$ cat src/rtl/pia_pkg.sv
package pia_pkg;
  localparam int DATA_W   = 8;
  localparam int SEL_W    = 4;
  localparam int FLAG_W   = 7;
  localparam int N_LINES  = 4;

  localparam logic [SEL_W-1:0] SEL_PB      = 4'h0;
  localparam logic [SEL_W-1:0] SEL_PA      = 4'h1;
  localparam logic [SEL_W-1:0] SEL_DIRB    = 4'h2;
  localparam logic [SEL_W-1:0] SEL_DIRA    = 4'h3;
  localparam logic [SEL_W-1:0] SEL_MODE    = 4'hC;
  localparam logic [SEL_W-1:0] SEL_FLAGS   = 4'hD;
  localparam logic [SEL_W-1:0] SEL_ENABLE  = 4'hE;
  localparam logic [SEL_W-1:0] SEL_PA_QUIET = 4'hF;

  // flag bit positions
  localparam int FB_A2 = 0;
  localparam int FB_A1 = 1;
  localparam int FB_SH = 2;
  localparam int FB_B2 = 3;
  localparam int FB_B1 = 4;
  localparam int FB_T2 = 5;
  localparam int FB_T1 = 6;

  typedef logic [2:0] line_mode_t;

  // Normalised 3-bit mode per line: line index 0=A1, 1=A2, 2=B1, 3=B2.
  // Single-bit lines map to mode 2 (rising) or 0 (falling).
  function automatic line_mode_t line_mode(input logic [DATA_W-1:0] ctl, input logic [1:0] idx);
    case (idx)
      2'd0:    return ctl[0] ? 3'd2 : 3'd0;
      2'd1:    return ctl[3:1];
      2'd2:    return ctl[4] ? 3'd2 : 3'd0;
      default: return ctl[7:5];
    endcase
  endfunction

  function automatic logic line_fires(input line_mode_t md, input logic prev, input logic cur);
    return !md[2] && (prev != cur) && (cur == md[1]);
  endfunction

  function automatic logic line_autoclr(input line_mode_t md);
    return !md[2] && !md[0];
  endfunction

  function automatic logic [2:0] line_flag_pos(input logic [1:0] idx);
    case (idx)
      2'd0:    return 3'(FB_A1);
      2'd1:    return 3'(FB_A2);
      2'd2:    return 3'(FB_B1);
      default: return 3'(FB_B2);
    endcase
  endfunction

  function automatic logic [DATA_W-1:0] port_view(input logic [DATA_W-1:0] pins,
                                                  input logic [DATA_W-1:0] outs,
                                                  input logic [DATA_W-1:0] dir);
    return (pins & ~dir) | (outs & dir);
  endfunction
endpackage

$ cat src/rtl/pia_ctl_sync.sv
module pia_ctl_sync #(
  parameter int STAGES = 1
) (
  input  logic clk,
  input  logic rst_n,
  input  logic lvl,
  output logic cur,
  output logic prev
);
  logic [STAGES-1:0] chain_q;

  generate
    if (STAGES == 1) begin : g_single
      always_ff @(posedge clk) begin
        if (!rst_n) chain_q <= '0;
        else        chain_q[0] <= lvl;
      end
    end else begin : g_chain
      always_ff @(posedge clk) begin
        if (!rst_n) chain_q <= '0;
        else        chain_q <= {chain_q[STAGES-2:0], lvl};
      end
    end
  endgenerate

  always_ff @(posedge clk) begin
    if (!rst_n) prev <= 1'b0;
    else        prev <= chain_q[STAGES-1];
  end

  assign cur = chain_q[STAGES-1];
endmodule

$ cat src/rtl/pia_port_regs.sv
module pia_port_regs
  import pia_pkg::*;
(
  input  logic              clk,
  input  logic              rst_n,
  input  logic              out_we,
  input  logic              dir_we,
  input  logic [DATA_W-1:0] wdata,
  input  logic [DATA_W-1:0] pins,
  output logic [DATA_W-1:0] out_q,
  output logic [DATA_W-1:0] dir_q,
  output logic [DATA_W-1:0] view
);
  always_ff @(posedge clk) begin
    if (!rst_n) begin
      out_q <= '0;
      dir_q <= '0;
    end else begin
      if (out_we) out_q <= wdata;
      if (dir_we) dir_q <= wdata;
    end
  end

  assign view = port_view(pins, out_q, dir_q);
endmodule

$ cat src/rtl/pia_flag_unit.sv
module pia_flag_unit
  import pia_pkg::*;
(
  input  logic              clk,
  input  logic              rst_n,
  input  logic [FLAG_W-1:0] flag_set,
  input  logic [FLAG_W-1:0] flag_clr,
  input  logic              en_wr,
  input  logic [DATA_W-1:0] en_wdata,
  output logic [FLAG_W-1:0] flag_q,
  output logic [FLAG_W-1:0] en_q,
  output logic              irq
);
  always_ff @(posedge clk) begin
    if (!rst_n) begin
      flag_q <= '0;
      en_q   <= '0;
    end else begin
      flag_q <= (flag_q & ~flag_clr) | flag_set;
      if (en_wr) begin
        if (en_wdata[DATA_W-1]) en_q <= en_q | en_wdata[FLAG_W-1:0];
        else                    en_q <= en_q & ~en_wdata[FLAG_W-1:0];
      end
    end
  end

  assign irq = |(flag_q & en_q);
endmodule

$ cat src/rtl/pia_irq_ctrl.sv
module pia_irq_ctrl
  import pia_pkg::*;
#(
  parameter int SYNC_STAGES = 1
) (
  input  logic              clk,
  input  logic              rst_n,
  input  logic [SEL_W-1:0]  bus_sel,
  input  logic              bus_wr,
  input  logic              bus_rd,
  input  logic [DATA_W-1:0] bus_wdata,
  output logic [DATA_W-1:0] bus_rdata,
  output logic              irq,
  input  logic [DATA_W-1:0] pa_in,
  output logic [DATA_W-1:0] pa_out,
  output logic [DATA_W-1:0] pa_dir,
  input  logic [DATA_W-1:0] pb_in,
  output logic [DATA_W-1:0] pb_out,
  output logic [DATA_W-1:0] pb_dir,
  input  logic              a_ctl1,
  input  logic              a_ctl2,
  input  logic              b_ctl1,
  input  logic              b_ctl2,
  input  logic [2:0]        evt_in
);
  logic [DATA_W-1:0]  mode_q;
  logic [DATA_W-1:0]  pa_view, pb_view;
  logic [N_LINES-1:0] line_lvl, line_cur, line_prev, line_hit;
  line_mode_t         line_md [N_LINES];
  logic [FLAG_W-1:0]  flag_set, flag_clr, flag_q, en_q;
  logic               acc_a, acc_b, flags_wr;

  assign line_lvl = {b_ctl2, b_ctl1, a_ctl2, a_ctl1};

  // per-line synchroniser and edge qualification
  generate
    for (genvar g = 0; g < N_LINES; g++) begin : g_line
      assign line_md[g] = line_mode(mode_q, 2'(g));
      pia_ctl_sync #(.STAGES(SYNC_STAGES)) u_sync (
        .clk  (clk),
        .rst_n(rst_n),
        .lvl  (line_lvl[g]),
        .cur  (line_cur[g]),
        .prev (line_prev[g])
      );
      assign line_hit[g] = line_fires(line_md[g], line_prev[g], line_cur[g]);
    end
  endgenerate

  always_ff @(posedge clk) begin
    if (!rst_n)                          mode_q <= '0;
    else if (bus_wr && bus_sel == SEL_MODE) mode_q <= bus_wdata;
  end

  assign acc_a    = (bus_wr || bus_rd) && (bus_sel == SEL_PA);
  assign acc_b    = (bus_wr || bus_rd) && (bus_sel == SEL_PB);
  assign flags_wr = bus_wr && (bus_sel == SEL_FLAGS);

  always_comb begin
    flag_set = '0;
    for (int i = 0; i < N_LINES; i++) begin
      if (line_hit[i]) flag_set[line_flag_pos(2'(i))] = 1'b1;
    end
    flag_set[FB_T1] = flag_set[FB_T1] | evt_in[2];
    flag_set[FB_T2] = flag_set[FB_T2] | evt_in[1];
    flag_set[FB_SH] = flag_set[FB_SH] | evt_in[0];
  end

  always_comb begin
    flag_clr = flags_wr ? bus_wdata[FLAG_W-1:0] : '0;
    if (acc_a) begin
      flag_clr[FB_A1] = 1'b1;
      if (line_autoclr(line_md[1])) flag_clr[FB_A2] = 1'b1;
    end
    if (acc_b) begin
      flag_clr[FB_B1] = 1'b1;
      if (line_autoclr(line_md[3])) flag_clr[FB_B2] = 1'b1;
    end
  end

  pia_port_regs u_port_a (
    .clk   (clk),
    .rst_n (rst_n),
    .out_we(bus_wr && (bus_sel == SEL_PA || bus_sel == SEL_PA_QUIET)),
    .dir_we(bus_wr && bus_sel == SEL_DIRA),
    .wdata (bus_wdata),
    .pins  (pa_in),
    .out_q (pa_out),
    .dir_q (pa_dir),
    .view  (pa_view)
  );

  pia_port_regs u_port_b (
    .clk   (clk),
    .rst_n (rst_n),
    .out_we(bus_wr && bus_sel == SEL_PB),
    .dir_we(bus_wr && bus_sel == SEL_DIRB),
    .wdata (bus_wdata),
    .pins  (pb_in),
    .out_q (pb_out),
    .dir_q (pb_dir),
    .view  (pb_view)
  );

  pia_flag_unit u_flags (
    .clk     (clk),
    .rst_n   (rst_n),
    .flag_set(flag_set),
    .flag_clr(flag_clr),
    .en_wr   (bus_wr && bus_sel == SEL_ENABLE),
    .en_wdata(bus_wdata),
    .flag_q  (flag_q),
    .en_q    (en_q),
    .irq     (irq)
  );

  always_comb begin
    case (bus_sel)
      SEL_PB:                bus_rdata = pb_view;
      SEL_PA, SEL_PA_QUIET:  bus_rdata = pa_view;
      SEL_DIRB:              bus_rdata = pb_dir;
      SEL_DIRA:              bus_rdata = pa_dir;
      SEL_MODE:              bus_rdata = mode_q;
      SEL_FLAGS:             bus_rdata = {irq, flag_q};
      SEL_ENABLE:            bus_rdata = {1'b0, en_q};
      default:               bus_rdata = '0;
    endcase
  end
endmodule

$ cat config.mk
export PLATFORM = sky130hd
export DESIGN_NAME = pia_irq_ctrl
export DESIGN_NICKNAME = d
export VERILOG_FILES = /design/src/rtl/pia_pkg.sv /design/src/rtl/pia_ctl_sync.sv /design/src/rtl/pia_port_regs.sv /design/src/rtl/pia_flag_unit.sv /design/src/rtl/pia_irq_ctrl.sv
export SDC_FILE = /design/constraint.sdc
export NUM_CORES = 1
export LEC_CHECK = 0
export ABC_AREA = 1
export BUFFER_PORTS_ARGS = -buffer_cell sky130_fd_sc_hd__buf_2
export CORE_ASPECT_RATIO = 0.9
export CORE_MARGIN = 3
export CORE_UTILIZATION = 55
export DETAILED_ROUTE_END_ITERATION = 7
export PLACE_DENSITY_LB_ADDON = 0.2
export SLEW_MARGIN = 15
export SYNTH_ARGS = -nofsm -noshare
export SYNTH_HDL_FRONTEND = slang
export SYNTH_SLANG_ARGS = --single-unit
$ cat constraint.sdc
create_clock -name clk -period 1.82 [get_ports clk]
set_input_delay 0.182 -clock clk [delete_from_list [all_inputs] [get_ports clk]]
set_output_delay 0.182 -clock clk [all_outputs]
set_load 0.02 [all_outputs]
======== Word-level counts from Yosys, hierarchy flattened ========
Index checks and enable logic that the tools add are counted.
word-level totals
  register bits after elaboration ......... 62
  input bits .............................. 39
  output and inout port bits .............. 41
  logic and storage cells ................. 118
cells by class
  order comparisons ....................... 8
  eq/ne operators ......................... 15
  mux-type cells .......................... 25
  bitwise logic cells ..................... 21
  reduce and logical (&&, ||, !) cells .... 34
operators with widths
  kind                                                                           count
  8-bit one-hot mux with 7 select lines                                          1
  7-bit two-way mux                                                              6
  7-bit OR                                                                       5
  8-bit bitwise AND                                                              4
  1-bit logical AND                                                              23
  7-bit bitwise AND                                                              3
  4-bit equality test (second input constant)                                    4
  3-bit by 4-bit less-than comparator with 1-bit output (second input constant)  4
  8-bit NOT                                                                      2
  8-bit OR                                                                       2
  7-bit NOT                                                                      2
  1-bit demux with 3-bit select                                                  4
  3-bit by 1-bit >= comparator with 1-bit output (second input constant)         4
  3-bit two-way mux                                                              4
  4-bit by 2-bit equality test with 1-bit output (second input constant)         2
  2-bit two-way mux                                                              4
  7-bit OR reduction                                                             1
  1-bit two-way mux                                                              6
  1-bit equality test                                                            4
  4-bit by 1-bit equality test with 1-bit output (second input constant)         1
  1-bit logical NOT                                                              4
  4-bit logical NOT                                                              1
  1-bit inequality test                                                          4
  1-bit OR                                                                       3
  3 further kinds                                                                5

======== Longest topological paths before layout ========
Gate-level depths: netlist of run 1.
  depth in word-level cells ............... 17
  mapped depth ............................ 9
  depth with buffers taken out ............ 8

======== Cells and area by module ========
Synthesis of run 1 repeated with hierarchy kept, for this count alone.
unflattened totals
  cell total of the unflattened synthesis .. 561
  area total of the unflattened synthesis .. 3565.9 um2
by module, submodules not included
  module         instances  cells an instance  area each (um2)  sequential area each (um2)
  pia_port_regs  2          118                775.7            320.3
  pia_irq_ctrl   1          221                1231.2           160.2
  pia_flag_unit  1          80                 563.0            280.3
  pia_ctl_sync   4          6                  55.1             40.0

======== Worst setup path before layout of run 1 ========
OpenSTA, ideal clock, no wires.
  kind .................................... input port to output port
  start ................................... in bus_sel[2]
  end ..................................... out bus_rdata[6]
  arrival time ............................ 1.301 ns
  required time ........................... 1.638 ns
  slack ................................... 0.337 ns
  stages on the path ...................... 9
  path buffers ............................ 1
  path through ............................ inv_1 ha_1 buf_2 nand3_4 inv_1 nand2_1 nand4_1 nor2_1 nor2_1
between the ends
  longest elaborated chain between the ends .. 3
  elaborated cells on any way between the ends .. 10
  classes of those cells .................. eq/ne: 7; mux: 1; reduce/logical: 2
RTL lines
  what                                                                                          RTL line             text
  from (decl)                                                                                   pia_irq_ctrl.sv:8    input logic [SEL_W-1:0] bus_sel,
  4-bit by 1-bit equality test with 1-bit output / 4-bit equality test (equally long branches)  pia_irq_ctrl.sv:118  case (bus_sel)
  2-bit OR reduction                                                                            pia_irq_ctrl.sv:118
  8-bit one-hot mux with 7 select lines *                                                       pia_irq_ctrl.sv:118
  to (decl)                                                                                     pia_irq_ctrl.sv:12   output logic [DATA_W-1:0] bus_rdata,
Mark *: on every way between the ends. The rest lies on a longest branch, timed or not.

======== Final worst setup path of run 1 ========
  start ................................... reg u_port_b.dir_q[6]
  end ..................................... out bus_rdata[6]
between the ends
  longest elaborated chain between the ends .. 4
  elaborated cells on any way between the ends .. 5
  classes of those cells .................. mux: 1; bitwise: 4
RTL lines
  what                                     RTL line             text
  from (decl)                              pia_port_regs.sv:11  output logic [DATA_W-1:0] dir_q,
  from (signal assigned)                   pia_port_regs.sv:20  if (dir_we) dir_q <= wdata;
  8-bit NOT                                pia_pkg.sv:58        return (pins & ~dir) | (outs & dir);
  8-bit bitwise AND                        pia_pkg.sv:58
  8-bit OR                                 pia_pkg.sv:58
  8-bit one-hot mux with 7 select lines *  pia_irq_ctrl.sv:118
Marks and branches as above.

==> impl_summary.txt, run 1 <==
----------------------------------------------------
[CTS]
  Number of buffers inserted to repair setup after CTS ... 0
  Cells resized by post-CTS repair ... 0
  Post-CTS clock slew at the launch and capture registers of the worst setup and hold paths ... 70 ps
  CTS tree ... done
  CTS hold repair buffers ... 0
  Number of clock sinks ... 62
  CTS buffer count ... 9
  Clock Tree Root ... sky130_fd_sc_hd__clkbuf_8
  Largest buffer count on any clock path ... 2
  H-tree depth ... 3
  Skew-Pair Late Insertion Delay ... 350 ps

[Synth]
  Top cells by instance count after synthesis ... 86 x sky130_fd_sc_hd__nand2_1, 66 x sky130_fd_sc_hd__inv_1, 63 x sky130_fd_sc_hd__o21ai_0
  Area share of the leading cell type in the synthesized netlist ... 39.7%
  Adder and majority gate portion of the synthesized area ... 0.800%
  Number of nets produced by synthesis ... 492
  Library cell occupying the most area in the post-synthesis netlist ... sky130_fd_sc_hd__dfxtp_1
  Number of distinct library cell variants in the gate-level netlist after synthesis ... 27
  Total number of yosys warnings ... 0
  Top cells by area in the synthesized netlist ... sky130_fd_sc_hd__dfxtp_1 40%, sky130_fd_sc_hd__nand2_1 10%, sky130_fd_sc_hd__o21ai_0 10%, sky130_fd_sc_hd__a21oi_1 8.0%, sky130_fd_sc_hd__inv_1 7.9%
  Average footprint of a synthesized cell ... 6.94 sq um
  Synthesized-area fraction occupied by xor and xnor cells ... 0%
  Synthesized-area fraction occupied by ao, oa, aoi and oai cells ... 20.9%
  Simple-gate share of the synthesized area ... 26.4%
  Post-synthesis instance area ... 3130 sq um
  Largest family of logic cells by synthesized area ... simple AND/OR/NAND/NOR gates
  Post-synth EDFFs ... 0
  Portion of netlist area occupied by mux cells ... 0%
  Number of flip-flops and latches in the synthesized netlist ... 62
  Share of async-settable or async-resettable flops after synthesis ... 0%
  Sequential-to-total area share from yosys stat ... 39.7%
  Number of cells produced by synthesis ... 451
  Library cell with the highest instance count after synthesis ... sky130_fd_sc_hd__nand2_1
  Synth Flop Type ... sky130_fd_sc_hd__dfxtp_1

[Global route]
  Vias in the first global route ... 3062
  Total global routing track utilization ... 28.5%
  Residual overflow from global routing ... 0
  Number of antenna violations at the first check in global routing ... 0
  Wire length of the first global-routing pass ... 14.8 mm
  Maximum number of pins on one net before global-route repair ... 56

[Placed design]
  Number of input and output port buffers inserted ... 79
  Final estimated routing congestion in global placement ... 0.914
  Total half-perimeter wirelength after legalization and detailed placement ... 6.73 mm

[Layout]
  Layout Area Growth over Synthesis ... 20.6%
  Ratio of cells with drive above 1 in the final layout ... 22.7%
  Final layout net count ... 569
  Multi-input logic area ... 1510 sq um
  Diodes inserted ... 0
  Combined flip-flop and latch cell area ... 1240 sq um
  Fillcell total ... 467

[Timing]
  Fin Setup TNS ... 0 ps
  Unrepaired setup endpoints after global routing ... no
  Final Max Slew Viols ... 0
  Final worst-path cycle share ... 96.3%
  Finish-stage setup viols ... 0
  Relative max-transition margin ... 67.8%
  Fmax ... 571 MHz
  Final-report hold violation count ... 0
  Final critical path time including I/O delays and setup ... 1750 ps
  Actual slew at the worst max-slew pin ... 483 ps
  Clock Skew ... 1.57 ps

[Flow run]
  Maxcap violations ... 0

[Power and ir drop]
  Total power ... 3.21 mW
  Relative contribution of the clock network to total power ... 44.0%
  Fraction of power consumed by combinational cells ... 11.3%
  Cell-internal power ... 2.37 mW
  Switching share of power ... 26.2%
  Net switching power figure ... 0.839 mW
  Worst ir drop on vdd ... 0.653 mV
  Register share of total power ... 44.7%
  Leakage ... 1.78 nW
  Cell Pwr Density ... 850 nW/um^2

[Floorplanning]
  Die ar. ... 6630 sq um
  Height of the die ... 77.5 um
  Boundary Pins ... 80
  Number of standard-cell rows in the floorplan ... 25
  X dimension of the die ... 85.5 um
  Initial Utilization ... 58.1%
  Core Area ... 5380 sq um

[Worst setup path]
  FF-to-FF Start ... mode_q[4]$_SDFFE_PN0P_
  Critical Path Start Type ... flop
  Crit path arrival time ... 1570 ps
  Maximum net fanout on the critical path ... 3
  CP Capture Type ... output pin
  Flop-to-flop setup slack ... 930 ps
  Critical path type ... reg -> out
  End of the worst register-to-register path ... u_flags.flag_q[4]$_SDFF_PN0_
  Cell depth of the worst flop-to-flop path ... 4
  Required time worst endpoint ... 1640 ps

[Hold path]
  Class of the tightest hold or removal check ... in -> reg
  Start point of the worst min-delay path ... b_ctl1
  Cell depth of the worst hold path ... 3
  Sink of the worst hold path ... g_line[2].u_sync.cur$_SDFF_PN0_

[Detailed routing]
  Average detailed-routed wire length per instance ... 15.1 um
  Routed length on met2 ... 4.12 mm
  Drt first-iter violations ... 198
  Number of nets with antenna violations after detailed routing ... 0
  Number of search-and-repair iterations in the first detailed-routing pass ... 5
  WL met1 ... 4.01 mm
  Overall via count from detail_route ... 3261
  Final routed DRC violation total ... 0
  Vias per cell ... 5.44
  Wire length after detailed routing ... 9.08 mm
  Met3 routed WL ... 731 um
  Max Used Layer ... met4

[Run status]
  Status ... finished clean

----------------------------------------------------
routing by layer:
metal | track usage (%) | up-vias
met5 | 0 | -
met4 | 13.8 | 0
met3 | 6.90 | 23
met2 | 43.1 | 149
met1 | 37.8 | 1455
li1 | - | 1634
layout make-up:
class	instances	area share, %
clock buffer	11	4.01
clock inverter	5	2.16
inverter	68	6.83
multi-input combinational	301	40.0
sequential	62	32.9
tap	67	2.22
timing repair buffer	86	11.9
power by group through the flow:
stage | combinational, mW | clock [mW] | sequential (mW)
floorplan | 0.201 | 0 | 1.48
global placement | 0.349 | 0 | 1.46
detailed placement | 0.353 | 0 | 1.46
CTS | 0.355 | 1.42 | 1.43
global route | 0.400 | 1.48 | 1.44
finish | 0.361 | 1.41 | 1.43
cell families after synthesis:
group | count (synthesis)
and+or+nand+nor | 175
buffers and inverters | 88
AOI/OAI and AO/OA | 124
DFF | 62
adders and majority gates | 2
critical path, cell delays in order (launching register included):
cell and delay [ps]:
sky130_fd_sc_hd__dfxtp_1 380, sky130_fd_sc_hd__inv_1 80, sky130_fd_sc_hd__o21ai_0 230, sky130_fd_sc_hd__nand2_1 90, sky130_fd_sc_hd__nand3_1 80, sky130_fd_sc_hd__nor2_1 50
sky130_fd_sc_hd__nor2_1 130, sky130_fd_sc_hd__buf_2 190
layout by cell type (no fill, tap or decap), drive strengths merged:
master / count
a21oi: 55
buf: 86
o21ai: 69
nand3: 29
ha: 2
nand4: 24
bufinv: 2
clkinv: 2
nor2: 34
nand3b: 1
nand2: 86
clkinvlp: 1
inv: 68
nor3b: 1
clkbuf: 11
dfxtp: 62
worst max-delay path by stage:
stage	endpoint	from	cells after the start
finish	bus_rdata[6]	u_port_b.dir_q[6]$_SDFFE_PN0P_	7
CTS	bus_rdata[6]	u_port_b.dir_q[6]$_SDFFE_PN0P_	7
detailed placement	u_port_b.out_q[2]$_SDFFE_PN0P_	bus_sel[2]	8
global placement	bus_rdata[6]	bus_sel[2]	10
global route	bus_rdata[6]	u_port_b.dir_q[6]$_SDFFE_PN0P_	7
floorplan	bus_rdata[6]	bus_sel[2]	9
stage by stage:
step	std cells	cell area, sq um	setup WS [ps]	hold WS, ps	utilization, %
global route	600	3770	5.62	18.2	70.1
finish	600	3770	67.4	11.4	70.1
floorplan	451	3130	337	280	-
CTS	600	3770	67.1	5.15	70.0
global placement	584	3540	137	361	65.7
detailed placement	584	3540	40.3	367	65.7
Power figures use the tool's default switching activity.
==> inputs of run 2 (changes only) <==
MAX_ROUTING_LAYER = met4   (was default)
==> impl_summary.txt, run 2 (synthesized netlist as in run 1, its figures left out) <==
----------------------------------------------------
[Hold path]
  Class of the tightest hold or removal check ... in -> reg
  Cell depth of the worst hold path ... 3
  Start point of the worst min-delay path ... b_ctl1
  Sink of the worst hold path ... g_line[2].u_sync.cur$_SDFF_PN0_

[CTS]
  Skew-Pair Late Insertion Delay ... 330 ps
  Number of clock sinks ... 62
  H-tree depth ... 3
  CTS buffer count ... 9
  CTS hold repair buffers ... 0
  Post-CTS clock slew at the launch and capture registers of the worst setup and hold paths ... 70 ps
  CTS tree ... done
  Largest buffer count on any clock path ... 2
  Clock Tree Root ... sky130_fd_sc_hd__clkbuf_8

[Timing]
  Final Max Slew Viols ... 0
  Relative max-transition margin ... 67.4%
  Final critical path time including I/O delays and setup ... 1710 ps
  Actual slew at the worst max-slew pin ... 489 ps
  Final worst-path cycle share ... 93.8%
  Final-report hold violation count ... 0
  Unrepaired setup endpoints after global routing ... no
  Fin Setup TNS ... 0 ps
  Finish-stage setup viols ... 0
  Fmax ... 586 MHz
  Clock Skew ... 1.80 ps
  Post-route worst hold slack ... 24.5 ps

[Detailed routing]
  Number of search-and-repair iterations in the first detailed-routing pass ... 6
  Wire length after detailed routing ... 9.09 mm
  Average detailed-routed wire length per instance ... 15.2 um
  Number of nets with antenna violations after detailed routing ... 0
  Vias per cell ... 5.52
  Overall via count from detail_route ... 3300
  Drt first-iter violations ... 224
  Final routed DRC violation total ... 0

[Worst setup path]
  Cell depth of the worst flop-to-flop path ... 4
  Slowest library cell on the worst path ... sky130_fd_sc_hd__dfxtp_1
  Critical Path Start Type ... flop
  Largest delay contributor family on the critical path ... simple AND/OR/NAND/NOR gates
  Maximum net fanout on the critical path ... 5
  Critical path type ... reg -> out
  Flop-to-flop setup slack ... 880 ps
  Cell mode on critical path ... sky130_fd_sc_hd__nor2_1
  End of the worst register-to-register path ... u_flags.flag_q[1]$_SDFF_PN0_
  Ordered cell list for the critical path ... o21ai_0, nand2_1, nand3_1, nor2_1, nor2_1, buf_2
  Worst path bufs/invs ... 1
  CP Capture Type ... output pin
  FF-to-FF Start ... mode_q[0]$_SDFFE_PN0P_
  Crit path arrival time ... 1520 ps
  Largest stage delay, worst path ... 340 ps
  Required time worst endpoint ... 1640 ps

[Floorplanning]
  Die ar. ... 6630 sq um
  Number of standard-cell rows in the floorplan ... 25
  X dimension of the die ... 85.5 um
  Boundary Pins ... 80
  Initial Utilization ... 58.1%
  Height of the die ... 77.5 um
  Core Area ... 5380 sq um

[Power and ir drop]
  Worst ir drop on vdd ... 0.677 mV
  Total power ... 2.84 mW
  Leakage ... 1.73 nW
  Cell Pwr Density ... 767 nW/um^2

[Layout]
  Fillcell total ... 515
  Final layout net count ... 568
  Ratio of cells with drive above 1 in the final layout ... 22.2%
  Highest-count cells in the layout ignoring fill and taps ... 85 x sky130_fd_sc_hd__nand2_1, 79 x sky130_fd_sc_hd__buf_2, 65 x sky130_fd_sc_hd__inv_1
  Commonest non-fill, non-tap cell in the layout ... sky130_fd_sc_hd__nand2_1
  Diodes inserted ... 0
  Layout Area Growth over Synthesis ... 18.4%

[Placed design]
  Number of input and output port buffers inserted ... 79
  Total half-perimeter wirelength after legalization and detailed placement ... 6.73 mm
  Final estimated routing congestion in global placement ... 0.987

[Global route]
  Maximum number of pins on one net before global-route repair ... 56
  Wire length of the first global-routing pass ... 14.8 mm
  Residual overflow from global routing ... 0
  Total global routing track utilization ... 29.0%
  Number of antenna violations at the first check in global routing ... 0
  Vias in the first global route ... 3033

[Run status]
  Status ... finished clean

[Flow run]
  Maxcap violations ... 0

----------------------------------------------------
[run 2: metrics by stage]
stage / util (%) / instance area [sq um] / std cells / worst slack [ps]
2_1_floorplan: - / 3130 / 451 / 337
3_3_place_gp: 65.6 / 3530 / 583 / 147
3_5_place_dp: 65.6 / 3530 / 583 / 51.0
4_1_cts: 68.7 / 3690 / 598 / 60.2
5_1_grt: 68.8 / 3700 / 598 / 11.0
6_report: 68.8 / 3700 / 598 / 113
[run 2: worst max-delay path by stage]
stage                                        start                        endpoint  slack, ps  cells past startpoint
finish              u_port_a.dir_q[2]$_SDFFE_PN0P_                    bus_rdata[2]        110                      6
global placement                        bus_sel[2]  u_port_b.out_q[2]$_SDFFE_PN0P_        150                      8
global route        u_port_a.dir_q[2]$_SDFFE_PN0P_                    bus_rdata[2]         10                      6
CTS                                     bus_sel[2]                    bus_rdata[6]         60                     10
detailed placement                      bus_sel[2]  u_port_b.out_q[3]$_SDFFE_PN0P_         50                      8
floorplan                               bus_sel[2]                    bus_rdata[6]        340                      9
[run 2: final cells by class]
class	instances	area, sq um	area share (%)
multi-input combinational	301	1510	40.8
sequential	62	1240	33.5
timing repair buffer	85	440	11.9
inverter	68	262	7.06
clock buffer	12	145	3.92
tap	67	83.8	2.26
clock inverter	3	21.3	0.574
[run 2: worst min-delay path: stages]
cell	delay, ps
sky130_fd_sc_hd__buf_2	70
sky130_fd_sc_hd__nand2_1	40
sky130_fd_sc_hd__inv_1	40
[run 2: where the power goes]
group / switching, mW / internal [mW] / total (mW)
combinational: 0.241 / 0.119 / 0.360
clock: 0.521 / 0.524 / 1.05
sequential: 0.0338 / 1.40 / 1.44
[run 2: timing repair]
action,in CTS,in global routing
gates resized for setup,0,6
setup endpoints to repair,0,7
setup buffers,0,0
endpoints found under the hold margin,0,0
[run 2: per-layer routing]
layer	vias to the layer above	wire [um]	share of wire [%]	track usage (%)
met5	-	0	0	-
met4	0	257	2.8	12.8
met3	28	593	6.5	6.26
met2	138	4180	46	45.1
met1	1495	4050	45	36.1
li1	1639	-	-	-
==> inputs of run 3 (changes only) <==
GPL_TIMING_DRIVEN = 0   (was default)
==> impl_summary.txt, run 3 (synthesized netlist as in run 1, its figures left out) <==
----------------------------------------------------
[Detailed routing]
  Average detailed-routed wire length per instance ... 16.0 um
  Overall via count from detail_route ... 3402
  Number of nets with antenna violations after detailed routing ... 0
  Drt first-iter violations ... 272
  Final routed DRC violation total ... 0
  Number of search-and-repair iterations in the first detailed-routing pass ... 5
  Vias per cell ... 5.57
  Wire length after detailed routing ... 9.80 mm

[Timing]
  Clock Skew ... 2.65 ps
  Final-report hold violation count ... 0
  Actual slew at the worst max-slew pin ... 608 ps
  Post-route worst hold slack ... 15.0 ps
  Fmax ... 567 MHz
  Final Max Slew Viols ... 0
  Finish-stage setup viols ... 0
  Final worst setup slack ... 54.9 ps
  Final critical path time including I/O delays and setup ... 1770 ps
  Final worst-path cycle share ... 97.0%
  Fin Setup TNS ... 0 ps
  Unrepaired setup endpoints after global routing ... no
  Relative max-transition margin ... 59.5%

[Power and ir drop]
  Relative contribution of the clock network to total power ... 40.2%
  Total power ... 3.04 mW
  Net switching power figure ... 0.844 mW
  Register share of total power ... 47.2%
  Cell Pwr Density ... 793 nW/um^2
  Cell-internal power ... 2.20 mW
  Leakage ... 1.79 nW
  Worst ir drop on vdd ... 0.709 mV
  Switching share of power ... 27.7%
  Fraction of power consumed by combinational cells ... 12.6%

[Run status]
  Status ... finished clean

[Layout]
  Multi-input logic area ... 1530 sq um
  Highest-count cells in the layout ignoring fill and taps ... 85 x sky130_fd_sc_hd__nand2_1, 80 x sky130_fd_sc_hd__buf_2, 64 x sky130_fd_sc_hd__inv_1
  Layout Area Growth over Synthesis ... 22.6%
  Final layout net count ... 580
  Combined flip-flop and latch cell area ... 1240 sq um
  Number of standard cells in the final layout excluding fillers ... 611
  Ratio of cells with drive above 1 in the final layout ... 23.5%
  Post-route cell area ... 3840 sq um
  Fillcell total ... 501
  Commonest non-fill, non-tap cell in the layout ... sky130_fd_sc_hd__nand2_1
  Diodes inserted ... 0
  Core occupancy in the finished layout ... 71.3%

[Worst setup path]
  Critical path type ... in -> out
  Crit path arrival time ... 1580 ps
  Ordered cell list for the critical path ... buf_2, inv_1, ha_2, nor3b_4, buf_6, nand2_1, nand3_1, nor2_1, nor2_1, buf_2
  Slowest library cell on the worst path ... sky130_fd_sc_hd__nor3b_4
  Largest stage delay, worst path ... 280 ps
  End of the worst register-to-register path ... u_flags.flag_q[1]$_SDFF_PN0_
  FF-to-FF Start ... mode_q[0]$_SDFFE_PN0P_
  Critical Path Start Type ... input pin
  Required time worst endpoint ... 1640 ps
  Maximum net fanout on the critical path ... 10
  CP Capture Type ... output pin
  Cell depth of the worst flop-to-flop path ... 4
  Flop-to-flop setup slack ... 880 ps

[Floorplanning]
  Core Area ... 5380 sq um
  Boundary Pins ... 80
  Number of standard-cell rows in the floorplan ... 25
  Die ar. ... 6630 sq um
  Initial Utilization ... 58.1%
  X dimension of the die ... 85.5 um
  Height of the die ... 77.5 um

[CTS]
  Post-CTS clock slew at the launch and capture registers of the worst setup and hold paths ... 70 ps
  H-tree depth ... 3
  Largest buffer count on any clock path ... 2
  CTS hold repair buffers ... 0
  CTS tree ... done
  Clock Tree Root ... sky130_fd_sc_hd__clkbuf_8
  Skew-Pair Late Insertion Delay ... 340 ps
  CTS buffer count ... 9
  Number of clock sinks ... 62

[Flow run]
  Maxcap violations ... 0

[Global route]
  Maximum number of pins on one net before global-route repair ... 12
  Number of antenna violations at the first check in global routing ... 0
  Vias in the first global route ... 3398
  Wire length of the first global-routing pass ... 16.3 mm
  Total global routing track utilization ... 32.2%
  Residual overflow from global routing ... 0

[Placed design]
  Total half-perimeter wirelength after legalization and detailed placement ... 7.35 mm
  Instance area at placement ... 3600 sq um
  Number of cells after detailed placement ... 595
  Final estimated routing congestion in global placement ... 0.931
  Setup Slack @ Placement ... 36.1 ps
  Number of input and output port buffers inserted ... 77

[Hold path]
  Class of the tightest hold or removal check ... in -> reg
  Sink of the worst hold path ... g_line[2].u_sync.cur$_SDFF_PN0_
  Cell depth of the worst hold path ... 3
  Start point of the worst min-delay path ... b_ctl1

----------------------------------------------------
-- run 3: cell count changes in the layout (fill, tap and decap cells not counted), sizes merged --
cell | previous run | this run
clkbuf | 12 | 18
buf | 85 | 90
bufinv | 0 | 1
inv | 67 | 68
-- run 3: layer usage --
metal	global-route usage, %	vias to the layer above	wire length [um]
met5	-	-	0
met4	13.4	0	291
met3	7.43	28	828
met2	50.1	163	4520
met1	40.2	1549	4160
li1	-	1662	-
-- run 3: worst max-delay path: cells and delay by family --
| kind | cells | cell delay (ps) |
|---|---|---|
| buffers and inverters | 4 | 550 |
| adder cells (fa/ha/maj) | 1 | 210 |
| AND/OR/NAND/NOR | 5 | 630 |
-- run 3: how the worst max path moves through the flow --
stage,startpoint,to,slack (ps),depth (start not counted)
final,bus_sel[2],bus_rdata[3],50,10
after floorplan,bus_sel[2],bus_rdata[6],340,9
after detailed placement,bus_sel[2],bus_rdata[2],40,11
after global placement,bus_sel[2],bus_rdata[2],30,11
after global routing,bus_sel[2],bus_rdata[3],0.03,10
after CTS,bus_sel[2],bus_rdata[2],20,11
-- run 3: power by group through the flow --
stage          clock network (mW)  registers (mW)  logic (mW)
2_1_floorplan                   0            1.48       0.201
3_3_place_gp                    0            1.46       0.360
3_5_place_dp                    0            1.47       0.366
4_1_cts                      1.24            1.44       0.368
5_1_grt                      1.30            1.44       0.423
6_report                     1.22            1.44       0.382
-- run 3: timing repair --
item,in CTS,in global routing
gates resized for setup,0,16
setup endpoints to repair,0,8
buffers inserted,0,0
-- run 3: cell type report --
type | count | share of cell area [%]
Clock inverter | 5 | 1.53
Buffer | 20 | 3.59
Sequential cell | 62 | 32.4
Multi-Input combinational cell | 301 | 39.8
Clock buffer | 11 | 3.69
Timing Repair Buffer | 77 | 10.1
Inverter | 68 | 6.72
Tap cell | 67 | 2.19
